### src/rtl/vsf_pkg.sv
package vsf_pkg;

    typedef enum logic {
        PH_WHOLE = 1'b0,
        PH_HALF  = 1'b1
    } phase_e;

    typedef struct packed {
        logic   fire;
        phase_e phase;
    } onset_t;

    function automatic int max2(input int a, input int b);
        return (a > b) ? a : b;
    endfunction

endpackage

### src/rtl/vsf_sampler.sv
module vsf_sampler
    import vsf_pkg::*;
#(
    parameter int MIN_LOW = 2
) (
    input  logic   clk,
    input  logic   rst,
    input  logic   half_tick,
    input  logic   line_phase,
    input  logic   csync_hs,
    input  logic   csync_sog,
    input  logic   src_sel,
    output onset_t onset,
    output logic   vsync_det
);
    localparam int RUN_W = $clog2(MIN_LOW + 1);

    logic             sel_sync;
    logic [RUN_W-1:0] low_run;
    phase_e           first_ph;

    assign sel_sync = src_sel ? csync_sog : csync_hs;

    always_comb begin
        onset.fire  = half_tick && !sel_sync && (low_run == RUN_W'(MIN_LOW - 1));
        onset.phase = (low_run == '0) ? phase_e'(line_phase) : first_ph;
    end

    always_ff @(posedge clk) begin
        if (rst) begin
            low_run   <= '0;
            first_ph  <= PH_WHOLE;
            vsync_det <= 1'b0;
        end else if (half_tick) begin
            if (sel_sync) begin
                low_run   <= '0;
                vsync_det <= 1'b0;
            end else begin
                if (low_run == '0)
                    first_ph <= phase_e'(line_phase);
                if (low_run != RUN_W'(MIN_LOW))
                    low_run <= low_run + 1'b1;
                if (onset.fire)
                    vsync_det <= 1'b1;
            end
        end
    end

endmodule

### src/rtl/vsf_classifier.sv
module vsf_classifier
    import vsf_pkg::*;
#(
    parameter int ALT_FIELDS  = 2,
    parameter int SAME_FIELDS = 4
) (
    input  logic   clk,
    input  logic   rst,
    input  onset_t onset,
    output logic   interlace,
    output logic   field1_n,
    output logic   frame_start_n
);
    localparam int ALT_CHG  = ALT_FIELDS - 1;
    localparam int SAME_CHG = SAME_FIELDS - 1;
    localparam int CNT_W    = $clog2(max2(ALT_CHG, SAME_CHG) + 1);

    logic             have_prev;
    phase_e           prev_ph;
    phase_e           cur_ph;
    logic [CNT_W-1:0] alt_cnt, alt_nx;
    logic [CNT_W-1:0] same_cnt, same_nx;
    logic             il_nx;

    always_comb begin
        alt_nx  = alt_cnt;
        same_nx = same_cnt;
        il_nx   = interlace;
        if (have_prev) begin
            if (onset.phase != prev_ph) begin
                same_nx = '0;
                if (alt_cnt != CNT_W'(ALT_CHG))
                    alt_nx = alt_cnt + 1'b1;
                if (alt_nx >= CNT_W'(ALT_CHG))
                    il_nx = 1'b1;
            end else begin
                alt_nx = '0;
                if (same_cnt != CNT_W'(SAME_CHG))
                    same_nx = same_cnt + 1'b1;
                if (same_nx >= CNT_W'(SAME_CHG))
                    il_nx = 1'b0;
            end
        end
    end

    always_ff @(posedge clk) begin
        if (rst) begin
            have_prev     <= 1'b0;
            prev_ph       <= PH_WHOLE;
            cur_ph        <= PH_WHOLE;
            alt_cnt       <= '0;
            same_cnt      <= '0;
            interlace     <= 1'b0;
            frame_start_n <= 1'b1;
        end else if (onset.fire) begin
            have_prev     <= 1'b1;
            prev_ph       <= onset.phase;
            cur_ph        <= onset.phase;
            alt_cnt       <= alt_nx;
            same_cnt      <= same_nx;
            interlace     <= il_nx;
            frame_start_n <= !(!il_nx || onset.phase == PH_WHOLE);
        end else begin
            frame_start_n <= 1'b1;
        end
    end

    assign field1_n = !(interlace && cur_ph == PH_WHOLE);

endmodule

### src/rtl/vsf_out_mux.sv
module vsf_out_mux (
    input  logic vmux_sel,
    input  logic int_vsync,
    input  logic int_field_n,
    input  logic ext_vsync,
    input  logic ext_field_n,
    output logic vsync_out,
    output logic field_out_n
);
    always_comb begin
        if (vmux_sel) begin
            vsync_out   = ext_vsync;
            field_out_n = ext_field_n;
        end else begin
            vsync_out   = int_vsync;
            field_out_n = int_field_n;
        end
    end
endmodule

### src/rtl/vsync_field_sep.sv
module vsync_field_sep
    import vsf_pkg::*;
#(
    parameter int MIN_LOW     = 2,
    parameter int ALT_FIELDS  = 2,
    parameter int SAME_FIELDS = 4
) (
    input  logic clk,
    input  logic rst,
    input  logic half_tick,
    input  logic line_phase,
    input  logic csync_hs,
    input  logic csync_sog,
    input  logic src_sel,
    input  logic ext_vsync,
    input  logic ext_field_n,
    input  logic vmux_sel,
    output logic vsync_det,
    output logic interlace,
    output logic field1_n,
    output logic frame_start_n,
    output logic vsync_out,
    output logic field_out_n
);
    onset_t onset;

    vsf_sampler #(.MIN_LOW(MIN_LOW)) u_sampler (
        .clk       (clk),
        .rst       (rst),
        .half_tick (half_tick),
        .line_phase(line_phase),
        .csync_hs  (csync_hs),
        .csync_sog (csync_sog),
        .src_sel   (src_sel),
        .onset     (onset),
        .vsync_det (vsync_det)
    );

    vsf_classifier #(.ALT_FIELDS(ALT_FIELDS), .SAME_FIELDS(SAME_FIELDS)) u_class (
        .clk          (clk),
        .rst          (rst),
        .onset        (onset),
        .interlace    (interlace),
        .field1_n     (field1_n),
        .frame_start_n(frame_start_n)
    );

    vsf_out_mux u_mux (
        .vmux_sel   (vmux_sel),
        .int_vsync  (vsync_det),
        .int_field_n(field1_n),
        .ext_vsync  (ext_vsync),
        .ext_field_n(ext_field_n),
        .vsync_out  (vsync_out),
        .field_out_n(field_out_n)
    );

endmodule

### config.mk
export PLATFORM = sky130hd
export DESIGN_NAME = vsync_field_sep
export DESIGN_NICKNAME = d
export VERILOG_FILES = /design/src/rtl/vsf_pkg.sv /design/src/rtl/vsf_sampler.sv /design/src/rtl/vsf_classifier.sv /design/src/rtl/vsf_out_mux.sv /design/src/rtl/vsync_field_sep.sv
export SDC_FILE = /design/constraint.sdc
export NUM_CORES = 1
export LEC_CHECK = 0
export ABC_AREA = 1
export BUFFER_PORTS_ARGS = -buffer_cell sky130_fd_sc_hd__buf_2
export CAP_MARGIN = 10
export CELL_PAD_IN_SITES_DETAIL_PLACEMENT = 1
export CELL_PAD_IN_SITES_GLOBAL_PLACEMENT = 1
export CORE_ASPECT_RATIO = 1.1
export CORE_UTILIZATION = 37
export CTS_BUF_LIST = sky130_fd_sc_hd__clkbuf_2
export CTS_CLUSTER_SIZE = 14
export DETAILED_ROUTE_END_ITERATION = 16
export GPL_ROUTABILITY_DRIVEN = 0
export PLACE_DENSITY = 0.78
export SETUP_SLACK_MARGIN = 0.1
export SLEW_MARGIN = 20
export SYNTH_ARGS = -nofsm -noshare
export SYNTH_HDL_FRONTEND = slang
export SYNTH_SLANG_ARGS = --single-unit
### constraint.sdc
create_clock -name clk -period 1.7 [get_ports clk]
set_clock_uncertainty 0.2 [all_clocks]
set_input_delay 0.425 -clock clk [delete_from_list [all_inputs] [get_ports clk]]
set_output_delay 0.425 -clock clk [all_outputs]
set_load 0.05 [all_outputs]
# Word-level counts from Yosys, hierarchy flattened
# Index checks and enable logic that the tools add are counted.
dict set report word_totals {
  ff_bits 12
  latchBits 0
  mem_bits_rw 0
  rom_bits 0
  in_bits 10
  out_inout_bits 6
  word_cells 59
  mem_count 0
}
dict set report op_classes {
  n_addsub 3
  n_mul 0
  div_mod_pow 0
  order_cmp 2
  n_eq_ne 5
  shift 0
  mux 20
  bitwise 4
  reduce_logical 16
}
# op n
set ops {}
lappend ops {{$mux W2} 10}
lappend ops {{$mux W1} 10}
lappend ops {{$reduce_and A2 Y1} 4}
lappend ops {{$add A2 B1 Y2 const B} 3}
lappend ops {{$logic_not A1 Y1} 4}
lappend ops {{$ne A2 B2 Y1 const B} 2}
lappend ops {{$not A1 Y1} 4}
lappend ops {{$reduce_bool A2 Y1} 2}
lappend ops {{$logic_and A1 B1 Y1} 3}
lappend ops {{$eq A2 B1 Y1 const B} 1}
lappend ops {{$ge A2 B1 Y1 const B} 1}
lappend ops {{$ge A2 B2 Y1 const B} 1}
lappend ops {{$logic_not A2 Y1} 1}
lappend ops {{$ne A2 B1 Y1 const B} 1}
lappend ops {{$reduce_or A2 Y1} 1}
lappend ops {{$logic_or A1 B1 Y1} 1}
lappend ops {{$ne A1 B1 Y1} 1}

# Longest topological paths before layout
dict set report logic_depth {
  ltp_word 12
  ltp_mapped 9
}

# Hierarchy
# Synthesis repeated with hierarchy kept, for this count alone.
dict set report unflattened {
  hier_cells 95
  hier_area_um2 661.9
}
# mod instances cells_each area_each_um2
set by_module_without_submodules {}
lappend by_module_without_submodules {vsf_classifier 1 49 357.8}
lappend by_module_without_submodules {vsf_sampler 1 39 277.8}
lappend by_module_without_submodules {vsf_out_mux 1 7 26.3}

# Worst setup path before layout
# No wires, ideal clock.
dict set report synth_path {
  path_type {register to output}
  from {register u_class.interlace}
  to {output port field_out_n}
  t_arrival_ps 1585
  t_required_ps 1075
  slack_ps -510
  path_stages_with_launch 3
  n_path_buf 0
  cell_sequence {dfxtp_1 -> nand2_1 -> mux2_2}
}
dict set report synth_via {
  elab_chain_len 3
}
# element line_no
set synth_rtl {}
lappend synth_rtl {{start: declaration} vsf_classifier.sv:10} ;# output logic interlace,
lappend synth_rtl {{start signal: assignment} vsf_classifier.sv:61} ;# interlace <= il_nx;
lappend synth_rtl {{$logic_and A1 B1 Y1} vsf_classifier.sv:68} ;# assign field1_n = !(interlace && cur_ph == PH_WHOLE);
lappend synth_rtl {{$logic_not A1 Y1} vsf_classifier.sv:68}
lappend synth_rtl {{via field1_n} vsync_field_sep.sv:20} ;# output logic field1_n,
lappend synth_rtl {{$mux W1} vsf_out_mux.sv:11} ;# if (vmux_sel) begin
lappend synth_rtl {{end: declaration} vsync_field_sep.sv:23} ;# output logic field_out_n
# The timed path passes the listed nets, and every way through them passes these cells.

==> key figures <==
Critical path
  • Critical-path top delay cell: sky130_fd_sc_hd__dfxtp_2
  • WP buf/inv: 2
  • Critical Path Source Type: flip-flop
  • Worst-path maximum fanout: 2
  • Critical Path, Cell by Cell: inv_4 > nand2_4 > mux2_4 > buf_8
  • Crit Path Category: reg -> out
  • Worst Path Arrival: 1.14 ns
  • Type of destination of the critical path: output port
  • Worst path top cell family by delay: flip-flops
  • Largest stage delay on the critical path: about 0.36 ns
  • Data required time at the worst endpoint: around 1.1 ns

Final layout
  • Share of cells above drive strength 1: between 30 and 40%
  • Register area: about 250 sq um
  • Number of diodes: 0
  • Synthesis-to-finish area growth: 32.4%
  • Area of all placed cells without fillers: ~860 sq um
  • Filler Cell Count: 223
  • Commonest cells after routing, fill and taps aside: 23 x sky130_fd_sc_hd__nand2_1, 14 x sky130_fd_sc_hd__inv_1, 12 x sky130_fd_sc_hd__buf_2, 10 x sky130_fd_sc_hd__a21oi_1, 8 x sky130_fd_sc_hd__nor2_1
  • Area occupied by multi-input gates: roughly 380 sq um
  • NumNets Final: roughly 130
  • Most common cell after layout, fill and taps aside: sky130_fd_sc_hd__nand2_1

Global routing
  • Wire length of the first global-routing pass: around 2700 um
  • Total gr overflow: 0
  • Pin count of the biggest net entering global routing: 8
  • Total track usage: around 19%
  • Number of antenna violations at the first check in global routing: 0
  • Vias in the first global route: between 600 and 700

Power
  • Switching Share: around 31%
  • Switching power: about 0.17 mW
  • Logic gate share of total power: roughly a fifth
  • Proportion of power drawn by the clock network: between 20 and 30%
  • Power per unit of standard cell area: 660 nW/um^2
  • Final total power: 0.570 mW
  • Sequential fraction of design power: 51.0%
  • VDD IR max: between 300 and 400 uV
  • Leakage component of the power: 0.412 nW
  • Internal Dissipation: 0.396 mW

Clock network
  • Clock slew at reported path FFs: approximately 0.12 ns
  • Cell at the root of the clock tree: sky130_fd_sc_hd__clkbuf_2
  • Largest buffer count on any clock path: 2
  • Sinks on Clock Net: 12
  • CTS tree: yes
  • Level count of the clock H-tree: 1
  • Number of clock buffers inserted by TritonCTS: 3
  • Clock latency of the later-clocked register in the worst-skew pair: around 0.27 ns

Placement
  • Estimated wirelength of the detail-placed design: around 1200 um
  • Placed cell area: between 700 and 800 sq um
  • Number of buffers added on ports: 15

Timing
  • Tightest Pin Transition: 0.250 ns
  • RSZ-0062 raised after global routing: true
  • Hold Fails Final Rpt: 0
  • Tcrit/Tclk final: 104%
  • Final critical path time including I/O delays and setup: around 1.8 ns
  • Final-report max-slew violation count: 0
  • Setup slack after layout: -0.0676 ns
  • Max-Slew Margin vs Limit: a little over four fifths
  • Setup violators final: 1
  • Highest attainable clock frequency: 566 MHz

Drt
  • Detailed-routing iteration count for the pre-antenna-repair pass: 4
  • Starting DRT DRC Count: 3
  • Final ANT Viol Nets: 0
  • Post-route DRC: 0
  • Vias per inst: 4.89
  • Total via count after detailed routing: 660
  • Final Routed Wirelength: 1580 um
  • Drt wl/cell: roughly 12 um

Synthesis
  • Number of distinct library cell variants in the gate-level netlist after synthesis: 15
  • Synthesized area per cell: 6.88 sq um
  • Post-synthesis register bit count: 12
  • Register area share after synthesis: a little under two fifths
  • Cell area after technology mapping: roughly 650 sq um
  • Syn Nets: approximately 110
  • Number of instances in the synthesized netlist: 95
  • Syn. warnings: 0

Floorplan
  • Initial standard-cell utilization of the core: 40.5%
  • I/O pin count: 16
  • Standard-cell row count: 15
  • Die area: a little under 2000 sq um
  • Core Box Area: roughly 1600 sq um
  • DIE WIDTH: approximately 42 um
  • Die Y: roughly 46 um

Job
  • Max_cap viols: 0

Worst hold path
  • Hold crit path type: in -> reg

Run status
  • Violations in the final reports: negative setup slack
  • Run status: finished with violations
registers in the layout (all words and copies together) (netlist names):
name	flops
u_class.alt_cnt	2
u_class.interlace	1
u_sampler.first_ph	1
u_sampler.low_run	2
u_class.same_cnt	2
u_class.prev_ph	1
u_sampler.vsync_det	1
u_class.have_prev	1
u_class.frame_start_n	1
synthesized netlist by cell type:
| cell type | number | area (sq um) |
|---|---|---|
| sky130_fd_sc_hd__a21oi_1 | 10 | 50.1 |
| sky130_fd_sc_hd__dfxtp_1 | 12 | 240 |
| sky130_fd_sc_hd__ha_1 | 3 | 37.5 |
| sky130_fd_sc_hd__inv_1 | 17 | 63.8 |
| sky130_fd_sc_hd__mux2_2 | 2 | 22.5 |
| sky130_fd_sc_hd__nand2_1 | 25 | 93.8 |
| sky130_fd_sc_hd__nand2_2 | 1 | 6.26 |
| sky130_fd_sc_hd__nand3_1 | 6 | 30.0 |
| sky130_fd_sc_hd__nand3_4 | 1 | 17.5 |
| sky130_fd_sc_hd__nand4_1 | 3 | 18.8 |
| sky130_fd_sc_hd__nor2_1 | 8 | 30.0 |
| sky130_fd_sc_hd__nor2_4 | 1 | 11.3 |
| sky130_fd_sc_hd__o21ai_0 | 4 | 20.0 |
| sky130_fd_sc_hd__o21ai_1 | 1 | 5.00 |
| sky130_fd_sc_hd__or2_0 | 1 | 6.26 |
power by group through the flow:
| stage | registers [mW] | logic [mW] | clock network (mW) |
|---|---|---|---|
| 2_1_floorplan | 0.301 | 0.0673 | 0 |
| 3_3_place_gp | 0.297 | 0.101 | 0 |
| 3_5_place_dp | 0.297 | 0.104 | 0 |
| 4_1_cts | 0.291 | 0.115 | 0.168 |
| 5_1_grt | 0.292 | 0.134 | 0.178 |
| 6_report | 0.291 | 0.120 | 0.159 |
final cells by class:
class                           instances  share of cell area [%]
Multi-Input combinational cell         66                    44.0
Sequential cell                        12                    28.8
Timing Repair Buffer                   19                    14.8
Inverter                               17                    7.67
Tap cell                               17                    2.46
Clock buffer                            4                    2.32
metal layers:
layer | GRT usage [%] | up-vias | wire [um]
li1 | - | 346 | -
met1 | 20.1 | 298 | 697
met2 | 35.9 | 12 | 804
met3 | 2.35 | 4 | 50
met4 | 9.38 | 0 | 23
met5 | 0 | - | 0
kinds of logic after synthesis:
family	count (synthesis)	synth area share, %
flip-flops	12	36.8
AND/OR/NAND/NOR	46	32.8
multiplexers	2	3.45
buffers and inverters	17	9.77
adder cells (fa/ha/maj)	3	5.75
AO/OA/AOI/OAI	15	11.5
timing repair:
action,CTS,global route
pin swaps,0,1
setup endpoints to repair,4,10
buffers inserted,3,1
gates cloned,0,0
hold buffers,0,0
resized for setup,12,6
final timing paths:
check | from | to | depth (start not counted) | slack [ns]
setup reg to reg | u_sampler.low_run[1]$_SDFFE_PP0P_ | u_class.alt_cnt[1]$_SDFFE_PP0P_ | 8 | 0.22
hold reg to reg | u_class.alt_cnt[1]$_SDFFE_PP0P_ | u_class.alt_cnt[1]$_SDFFE_PP0P_ | 2 | 0.26
hold / removal | rst | u_class.alt_cnt[0]$_SDFFE_PP0P_ | 2 | 0.19
setup / recovery | u_class.prev_ph$_SDFFE_PP0N_ | field_out_n | 4 | -0.07
per-stage QoR:
| step | setup WS (ns) | instances | util (%) | TNS, ns | hold WS [ns] |
|---|---|---|---|---|---|
| 2_1_floorplan | 0.111 | 95 | - | 0 | 0.220 |
| 3_3_place_gp | 0.0257 | 127 | 47.4 | 0 | 0.233 |
| 3_5_place_dp | 0.00592 | 127 | 47.4 | 0 | 0.246 |
| 4_1_cts | -0.0841 | 134 | 51.9 | -0.0841 | 0.178 |
| 5_1_grt | -0.116 | 135 | 53.6 | -0.129 | 0.183 |
| 6_report | -0.0676 | 135 | 53.6 | -0.0676 | 0.194 |
Power figures use the tool's default switching activity.
